--- config.mk ---
export PLATFORM = sky130hd
export DESIGN_NAME = wait_trig_detect
export DESIGN_NICKNAME = d
export VERILOG_FILES = /design/src/rtl/wtd_pkg.sv /design/src/rtl/wtd_sync.sv /design/src/rtl/wtd_rise.sv /design/src/rtl/wtd_qual.sv /design/src/rtl/wait_trig_detect.sv
export SDC_FILE = /design/constraint.sdc
export NUM_CORES = 1
export LEC_CHECK = 0
export ABC_CLOCK_PERIOD_IN_PS = 800
export BUFFER_PORTS_ARGS = -buffer_cell sky130_fd_sc_hd__buf_4
export CAP_MARGIN = 20
export CORE_AREA = 2 2 39 41
export CTS_BUF_LIST = sky130_fd_sc_hd__clkbuf_4
export DETAILED_ROUTE_END_ITERATION = 10
export DIE_AREA = 0 0 41 43
export GPL_ROUTABILITY_DRIVEN = 0
export SYNTH_ARGS = -nofsm -noshare
export SYNTH_HDL_FRONTEND = slang
export SYNTH_SLANG_ARGS = --single-unit
--- constraint.sdc ---
create_clock -name clk_i -period 0.8 [get_ports clk_i]
set_input_delay 0.16 -clock clk_i [delete_from_list [all_inputs] [get_ports clk_i]]
set_output_delay 0.16 -clock clk_i [all_outputs]
set_load 0.05 [all_outputs]
--- src/rtl/wtd_pkg.sv ---
package wtd_pkg;
  localparam int unsigned MODE_W = 2;

  typedef enum logic [MODE_W-1:0] {
    MODE_EDGE_DLY   = 2'd0,
    MODE_EDGE_NODLY = 2'd1,
    MODE_LVL_DLY    = 2'd2,
    MODE_LVL_NODLY  = 2'd3
  } wtd_mode_e;

  function automatic logic mode_is_level(input logic [MODE_W-1:0] m);
    return m[1];
  endfunction

  function automatic logic mode_runs_delay(input logic [MODE_W-1:0] m);
    return ~m[0];
  endfunction
endpackage

--- src/rtl/wtd_sync.sv ---
module wtd_sync #(
  parameter int unsigned STAGES = 2
) (
  input  logic clk_i,
  input  logic rst_ni,
  input  logic d_i,
  output logic q_o
);
  logic [STAGES-1:0] chain_q;

  for (genvar i = 0; i < STAGES; i++) begin : g_stage
    always_ff @(posedge clk_i or negedge rst_ni) begin
      if (!rst_ni) begin
        chain_q[i] <= 1'b0;
      end else if (i == 0) begin
        chain_q[i] <= d_i;
      end else begin
        chain_q[i] <= chain_q[(i == 0) ? 0 : i-1];
      end
    end
  end

  assign q_o = chain_q[STAGES-1];
endmodule

--- src/rtl/wtd_rise.sv ---
module wtd_rise (
  input  logic clk_i,
  input  logic rst_ni,
  input  logic lvl_i,
  output logic rise_o
);
  logic prev_q;

  // tracks every cycle, independent of wait steps
  always_ff @(posedge clk_i or negedge rst_ni) begin
    if (!rst_ni) prev_q <= 1'b0;
    else         prev_q <= lvl_i;
  end

  assign rise_o = lvl_i & ~prev_q;
endmodule

--- src/rtl/wtd_qual.sv ---
module wtd_qual
  import wtd_pkg::*;
(
  input  logic              clk_i,
  input  logic              rst_ni,
  input  logic [MODE_W-1:0] mode_i,
  input  logic              ext_lvl_i,
  input  logic              ext_rise_i,
  input  logic              sw_trig_i,
  input  logic              sw_edge_i,
  input  logic              wait_active_i,
  output logic              sat_o,
  output logic              run_delay_o,
  output logic              sw_clr_o
);
  logic done_q;
  logic armed;
  logic ext_hit;
  logic sw_hit;
  logic hit;

  always_comb begin
    armed   = wait_active_i & ~done_q;
    ext_hit = armed & (mode_is_level(mode_i) ? ext_lvl_i : ext_rise_i);
    sw_hit  = armed & sw_trig_i;
    hit     = ext_hit | sw_hit;
  end

  always_ff @(posedge clk_i or negedge rst_ni) begin
    if (!rst_ni) begin
      done_q      <= 1'b0;
      sat_o       <= 1'b0;
      run_delay_o <= 1'b0;
      sw_clr_o    <= 1'b0;
    end else begin
      sat_o       <= hit;
      run_delay_o <= hit & mode_runs_delay(mode_i);
      sw_clr_o    <= sw_hit & sw_edge_i;
      if (!wait_active_i) done_q <= 1'b0;
      else if (hit)       done_q <= 1'b1;
    end
  end
endmodule

--- src/rtl/wait_trig_detect.sv ---
module wait_trig_detect
  import wtd_pkg::*;
#(
  parameter int unsigned SYNC_STAGES = 2
) (
  input  logic              clk_i,
  input  logic              rst_ni,
  input  logic [MODE_W-1:0] mode_i,
  input  logic              trig_i,
  input  logic              sw_trig_i,
  input  logic              sw_edge_i,
  input  logic              wait_active_i,
  output logic              sat_o,
  output logic              run_delay_o,
  output logic              sw_clr_o
);
  logic trig_sync;
  logic trig_rise;

  wtd_sync #(.STAGES(SYNC_STAGES)) u_sync (
    .clk_i  (clk_i),
    .rst_ni (rst_ni),
    .d_i    (trig_i),
    .q_o    (trig_sync)
  );

  wtd_rise u_rise (
    .clk_i  (clk_i),
    .rst_ni (rst_ni),
    .lvl_i  (trig_sync),
    .rise_o (trig_rise)
  );

  wtd_qual u_qual (
    .clk_i         (clk_i),
    .rst_ni        (rst_ni),
    .mode_i        (mode_i),
    .ext_lvl_i     (trig_sync),
    .ext_rise_i    (trig_rise),
    .sw_trig_i     (sw_trig_i),
    .sw_edge_i     (sw_edge_i),
    .wait_active_i (wait_active_i),
    .sat_o         (sat_o),
    .run_delay_o   (run_delay_o),
    .sw_clr_o      (sw_clr_o)
  );
endmodule

Word-level counts from Yosys, hierarchy flattened
Cells that the tools add are included.
- flip-flop bits (word level): 7
- bits of input ports: 8
- output and inout bits: 3
- eq/ne operators: 1
- mux-type cells: 3
- bitwise operators: 10
- operators with widths (operator ; count):
    $and A1 B1 Y1 ; 6
    $mux W1 ; 3
    $not A1 Y1 ; 3
    $ne A2 B1 Y1 const B ; 1
    $or A1 B1 Y1 ; 1

Logic depth before layout (Yosys ltp)
Gate-level depths: netlist (run 1).
- word-level depth: 7
- mapped depth: 3
- depth with buffers taken out: 3

Hierarchy
Synthesis (run 1) repeated with hierarchy kept, for this count alone.
- cell total of the unflattened synthesis: 17
- area total of the unflattened synthesis: 245.2 µm²
- modules (own cells, without submodules) (module ; instances ; cells an instance ; area each (µm²) ; seq. area each (µm²)):
    wtd_qual ; 1 ; 13 ; 156.4 ; 100.1
    wtd_sync ; 1 ; 2 ; 50.0 ; 50.0
    wtd_rise ; 1 ; 2 ; 38.8 ; 25.0

Worst setup path after synthesis (run 1)
Ideal clock, no wire load.
- path kind: reg-to-output
- from: reg u_qual.run_delay_o
- to: out run_delay_o
- arrival: 0.586 ns
- data required time: 0.640 ns
- setup slack: 0.054 ns
- stages on the path, launching flop included: 1
- cell sequence: dfrtp_1
- RTL lines (item ; RTL line ; source):
    start, declared ; wtd_qual.sv:13 ; output logic run_delay_o,
    start signal, assigned ; wtd_qual.sv:37 ; run_delay_o <= hit & mode_runs_delay(mode_i);
    end, declared ; wait_trig_detect.sv:14 ; output logic run_delay_o,
No word-level cell between the ends.

Worst setup path after layout (run 1)
- from: reg u_qual.run_delay_o
- to: out run_delay_o
No word-level cell between the ends.

==> out/metrics.csv, run 1 <==
stage;metric;value;unit
detailed_routing;DR vias;175;
clock_tree;H-tree levels;1;
worst_setup_path;FF-to-FF End;u_qual.run_delay_o;
detailed_routing;Routed Wire Length;399;um
detailed_routing;post-route ant nets;0;
clock_tree;Num Clock Sinks;7;
sta;Setup Viol. Count Final;3;
outcome;failing checks;setup timing;
yosys;Gate Count Post-Synth;16;
yosys;Synth cell types;8;
worst_setup_path;Startpoint Class;register;
sta;final count of pins violating max slew;0;
worst_setup_path;Worst setup EP type;output port;
grt;pin count of the biggest net entering global routing;8;
worst_setup_path;flop2flop setup slack;0.05;ns
clock_tree;CTS Root Cell;clkbuf_4;
finish;Final Net Count;41;
grt;global-route wire length before repair;627;um
detailed_routing;average routed wire per standard cell;8.313;um
grt;GRT overflow;0;
detailed_routing;DRC;0;
yosys;Synth Area per Inst;13.84;um2
power;power density cells;2185;mW/mm2
grt;initial antenna violation count;0;
yosys;syn nets;24;
worst_setup_path;Worst Path Arrival;0.77;ns
flow_run;number of max-cap violations;0;
floorplan;Initial Utilization;16.00;%
sta;post-route setup slack;-0.1296;ns
worst_setup_path;CP max-delay cell;dfrtp_1;
yosys;synthesized area;221.5;um2
worst_setup_path;number of cells on the critical path;1;
worst_setup_path;CP Max Fanout;1;
worst_setup_path;CP bufs+invs;1;
outcome;status;finished with violations;
floorplan;row cnt;14;
finish;antenna cells;0;
detailed_routing;Via density;3.646;
floorplan;Die ar.;0.001763;mm2
clock_tree;clk buf depth;2;
finish;Final Util;27.31;%
worst_setup_path;R2R cell count;3;
grt;vias in the first global route;152;
sta;clock skew;0.002837;ns
worst_setup_path;CP endpoint;run_delay_o;
worst_setup_path;CP Data Required Time;0.64;ns
sta;RSZ-0062 raised after global routing;true;
sta;setup TNS;-0.3746;ns
finish;Area Growth Syn to Fin;70.62;%
worst_setup_path;worst setup path startpoint;u_qual.run_delay_o;
finish;layout cells sized above 1;46.88;%
grt;Global Route Usage Sum;6.572;%
worst_setup_path;Critical R2R Launch;u_qual.done_q;
sta;Fin. Hold Viols;0;
sta;Final period util;116.2;%
floorplan;die width;41;um
sta;worst slew pin tran;0.1448;ns
worst_setup_path;Crit Path Category;register to output port;
worst_setup_path;crit-path cells;buf_6;
clock_tree;CTS Buf Count;3;
detailed_routing;DRT iter0 DRCs;0;
finish;most frequent cells in the layout;7 x buf_4, 7 x dfrtp_1, 4 x clkbuf_4, 3 x buf_6;
clock_tree;clock slew at reported path FFs;0.05;ns
yosys;#FFs+latches synth;7;
clock_tree;Worst-Skew Late Latency;0.25;ns
yosys;Synth Warn #;0;
sta;Max Fclk;1.076;GHz
clock_tree;CTS tree;built;
sta;Rel. slew slack;90.27;%
detailed_routing;Pre-Repair DR Iteration Count;1;
floorplan;die height;43;um
floorplan;total core area;0.001384;mm2
power;VDD IR-drop max;1.125;mV
power;leakage;0.1865;nW
power;Power Total;825.6;uW
placed_design;Port Buf Inserts;10;
worst_setup_path;delay of the slowest critical-path stage;0.37;ns
placed_design;pre-CTS setup slack;0.01347;ns
sta;Final min period;0.9296;ns
floorplan;IO Pins;11;
hold_path;worst min-delay path class;input port to register;
yosys;Seq/Total Area, Yosys;79.10;%
worst_setup_path;CP top delay family;flip-flops;
[cell usage after synthesis]
master / n / area, um2
dfrtp_1: 7 / 175.2
a21oi_2: 1 / 8.760
nand2_1: 2 / 7.510
inv_1: 1 / 3.750
nor2_1: 2 / 7.510
a21boi_1: 1 / 7.510
nor3_1: 1 / 5.000
nand2b_1: 1 / 6.260
[how the worst min path moves through the flow]
stage,cells after the start,slack [ns],start,endpoint
6_report,2,0.07,mode_i[0],u_qual.run_delay_o
3_5_place_dp,1,-0.02,rst_ni,u_qual.sw_clr_o
4_1_cts,1,0.006,trig_i,u_sync.chain_q[0]
3_3_place_gp,1,-0.03,rst_ni,u_qual.run_delay_o
5_1_grt,2,0.04,mode_i[0],u_qual.run_delay_o
2_1_floorplan,0,-0.14,rst_ni,u_qual.done_q
[stage by stage]
stage / area [um2] / cells / hold slack (ns)
4_1_cts: 367.9 / 47 / 0.006051
2_1_floorplan: 221.5 / 16 / -0.1356
6_report: 377.9 / 48 / 0.06572
3_5_place_dp: 316.6 / 42 / -0.02391
5_1_grt: 377.9 / 48 / 0.04081
3_3_place_gp: 316.6 / 42 / -0.02506
[report_power, final]
| part | internal [mW] | switching, mW |
|---|---|---|
| Combinational | 0.0497 | 0.0518 |
| Clock | 0.224 | 0.121 |
| Sequential | 0.373 | 0.00677 |
| Total | 0.646 | 0.179 |
[timing repair]
action,CTS,global route
setup endpoints to repair,3,3
endpoints found under the hold margin,7,1
resized for setup,3,0
setup buffers,0,0
hold buffers,1,1
[cell type report]
class	count	area (um2)
Tap cell	16	20.02
Clock buffer	4	30.03
Sequential cell	7	175.2
Multi-Input combinational cell	8	42.54
Inverter	1	3.754
Fill cell	145	1006
Timing Repair Buffer	12	106.4
[kinds of logic after synthesis]
kind of cell,count (synthesis),synth area share [%]
AOI/OAI and AO/OA,2,7.347
buffers and inverters,1,1.693
DFF,7,79.10
and+or+nand+nor,6,11.87
[state kept, by name, summed over array words and instances, names as in the netlist]
signal / cells
u_qual.done_q: 1
u_qual.run_delay_o: 1
u_qual.sat_o: 1
u_qual.sw_clr_o: 1
u_rise.prev_q: 1
u_sync.chain_q: 1
u_sync.q_o: 1
[routing by layer]
layer	GRT usage [%]	wire, um	vias up	share of wire (%)
li1	-	-	82	-
met1	5.921	168	78	42
met2	7.187	148	15	37
met3	9.424	82	0	21
met4	4.000	0	0	0
met5	0	0	-	0
Power figures use the tool's default switching activity.
==> run 2: changes to the inputs <==
==> constraint.sdc (replaced) <==
create_clock -name clk_i -period 0.8 [get_ports clk_i]
set_input_delay 0 -clock clk_i [delete_from_list [all_inputs] [get_ports clk_i]]
set_output_delay 0 -clock clk_i [all_outputs]
set_load 0.05 [all_outputs]
==> run 2 against run 1 <==
The run now ends clean. Core utilization is 3.3 points higher. Register-to-register slack worse by 0.03 ns. Clock-buffer cell count stayed put. Combinational power is 21% higher. Hold slack worse by 0.043 ns.
==> out/metrics.csv, run 2 (synthesized netlist as in run 1, its figures left out) <==
stage;metric;value;unit;change
outcome;status;completed;;was finished with violations
placed_design;pre-CTS setup slack;-0.002982;ns;was 0.01347 ns
grt;GRT overflow;0;;unchanged
sta;final count of pins violating max slew;0;;unchanged
floorplan;die width;41;um;unchanged
grt;vias in the first global route;164;;was 152
grt;pin count of the biggest net entering global routing;8;;unchanged
worst_setup_path;FF-to-FF End;u_qual.done_q;;was u_qual.run_delay_o
hold_path;worst min-delay path class;input port to register;;unchanged
floorplan;die height;43;um;unchanged
worst_setup_path;Critical R2R Launch;u_rise.prev_q;;was u_qual.done_q
grt;initial antenna violation count;0;;unchanged
finish;layout cells sized above 1;51.43;%;was 46.88%
power;leakage;0.2005;nW;was 0.1865 nW
worst_setup_path;delay of the slowest critical-path stage;0.54;ns;was 0.37 ns
sta;Fin. Hold Viols;0;;unchanged
hold_path;hold-critical path depth;2;;unchanged
worst_setup_path;Startpoint Class;input port;;was register
worst_setup_path;Crit Path Category;input port to register;;was register to output port
worst_setup_path;crit-path cells;dlygate4sd3_1, buf_4, a21oi_4, a21boi_1;;was buf_6
power;power density cells;2005;mW/mm2;was 2185 mW/mm2
worst_setup_path;Worst setup EP type;register;;was output port
clock_tree;H-tree levels;1;;unchanged
floorplan;total core area;0.001384;mm2;unchanged
floorplan;Die ar.;0.001763;mm2;unchanged
detailed_routing;post-route ant nets;0;;unchanged
finish;Final Util;30.56;%;was 27.31%
sta;clock skew;0.0009900;ns;was 0.002837 ns
worst_setup_path;CP top delay family;buffers and inverters;;was flip-flops
floorplan;row cnt;14;;unchanged
finish;Final Net Count;44;;was 41
floorplan;Initial Utilization;16.00;%;unchanged
finish;Fillers;152;;was 145
detailed_routing;Routed Wire Length;452;um;was 399 um
detailed_routing;Via density;3.510;;was 3.646
worst_setup_path;flop2flop setup slack;0.02;ns;was 0.05 ns
sta;Final Hold Slack;0.02240;ns;was 0.06572 ns
clock_tree;Worst-Skew Late Latency;0.24;ns;was 0.25 ns
clock_tree;CTS Buf Count;3;;unchanged
sta;Max Fclk;1.282;GHz;was 1.076 GHz
sta;Rel. slew slack;90.43;%;was 90.27%
clock_tree;CTS Root Cell;clkbuf_4;;unchanged
grt;global-route wire length before repair;634;um;was 627 um
worst_setup_path;CP Max Fanout;3;;was 1
finish;Area Growth Syn to Fin;90.96;%;was 70.62%
placed_design;Port Buf Inserts;10;;unchanged
sta;post-route setup slack;0.01969;ns;was -0.1296 ns
worst_setup_path;CP Data Required Time;0.93;ns;was 0.64 ns
worst_setup_path;R2R cell count;3;;unchanged
finish;antenna cells;0;;unchanged
sta;Final min period;0.7803;ns;was 0.9296 ns
sta;worst slew pin tran;0.1428;ns;was 0.1448 ns
placed_design;Inst Count DP;42;;unchanged
clock_tree;clock slew at reported path FFs;0.05;ns;about the same
detailed_routing;DR vias;179;;was 175
flow_run;number of max-cap violations;0;;unchanged
hold_path;hold path endpoint;u_qual.done_q;;was u_qual.run_delay_o
clock_tree;clk buf depth;2;;unchanged
worst_setup_path;Worst Path Arrival;0.91;ns;was 0.77 ns
sta;RSZ-0062 raised after global routing;true;;unchanged
sta;Final period util;97.54;%;was 116.2%
power;VDD IR-drop max;0.8652;mV;was 1.125 mV
floorplan;IO Pins;11;;unchanged
detailed_routing;average routed wire per standard cell;8.863;um;was 8.313 um
detailed_routing;DRC;0;;unchanged
detailed_routing;Pre-Repair DR Iteration Count;1;;unchanged
finish;final non-filler cell total;51;;was 48
worst_setup_path;CP bufs+invs;2;;was 1
finish;most frequent cells in the layout;7 x buf_4, 7 x dfrtp_1, 5 x dlygate4sd3_1, 4 x clkbuf_4, 3 x buf_6;;was 7 x buf_4, 7 x dfrtp_1, 4 x clkbuf_4, 3 x buf_6
hold_path;Hold Crit Start;wait_active_i;;was mode_i[0]
worst_setup_path;CP max-delay cell;dlygate4sd3_1;;was dfrtp_1
clock_tree;Num Clock Sinks;7;;unchanged
clock_tree;setup bufs post-CTS;0;;unchanged
clock_tree;CTS tree;built;;unchanged
detailed_routing;DRT iter0 DRCs;0;;unchanged
grt;Global Route Usage Sum;5.668;%;was 6.572%
sta;Setup Viol. Count Final;0;;was 3
## run 2: final cells by class
type | instances | area [um2] | share of cell area [%]
Clock buffer | 4 | 30.03 | 7.101
Tap cell | 16 | 20.02 | 4.734
Sequential cell | 7 | 175.2 | 41.42
Multi-Input combinational cell | 8 | 57.56 | 13.61
Timing Repair Buffer | 15 | 136.4 | 32.25
Inverter | 1 | 3.754 | 0.8876
## run 2: how the worst max path moves through the flow
stage / end / depth (start not counted) / start / slack, ns
floorplan: u_qual.done_q / 3 / u_rise.prev_q / 0.08
global placement: u_qual.run_delay_o / 3 / u_qual.done_q / 0.04
detailed placement: u_qual.run_delay_o / 3 / u_qual.done_q / -0.003
CTS: u_qual.done_q / 4 / sw_trig_i / 0.0002
global route: u_qual.done_q / 3 / u_rise.prev_q / -0.01
finish: u_qual.done_q / 4 / sw_trig_i / 0.02
## run 2: repair_timing
| action | CTS | global route |
|---|---|---|
| hold endpoints to repair | 10 | 0 |
| gates resized for setup | 2 | 5 |
| hold buffers | 5 | 0 |
| endpoints found under the setup margin | 2 | 5 |
| pin swaps | 0 | 1 |
## run 2: through the flow
stage	setup TNS, ns	cell area [um2]	total power, mW
after floorplan	0	221.5	0.4258
after global placement	0	316.6	0.4749
after detailed placement	-0.002982	316.6	0.4755
after CTS	0	405.4	0.8488
after global routing	-0.01156	422.9	0.8971
final	0	422.9	0.8477
## run 2: routing by layer
layer | up-vias | GRT usage (%) | wire [um]
li1 | 89 | - | -
met3 | 0 | 3.141 | 55
met1 | 79 | 6.931 | 201
met5 | - | 0 | 0
met4 | 0 | 4.000 | 0
met2 | 11 | 7.187 | 195
## run 2: power by group
part / total [mW] / internal, mW / switching [mW]
Sequential: 0.381 / 0.373 / 0.00833
Clock: 0.345 / 0.224 / 0.121
Combinational: 0.122 / 0.0627 / 0.0594
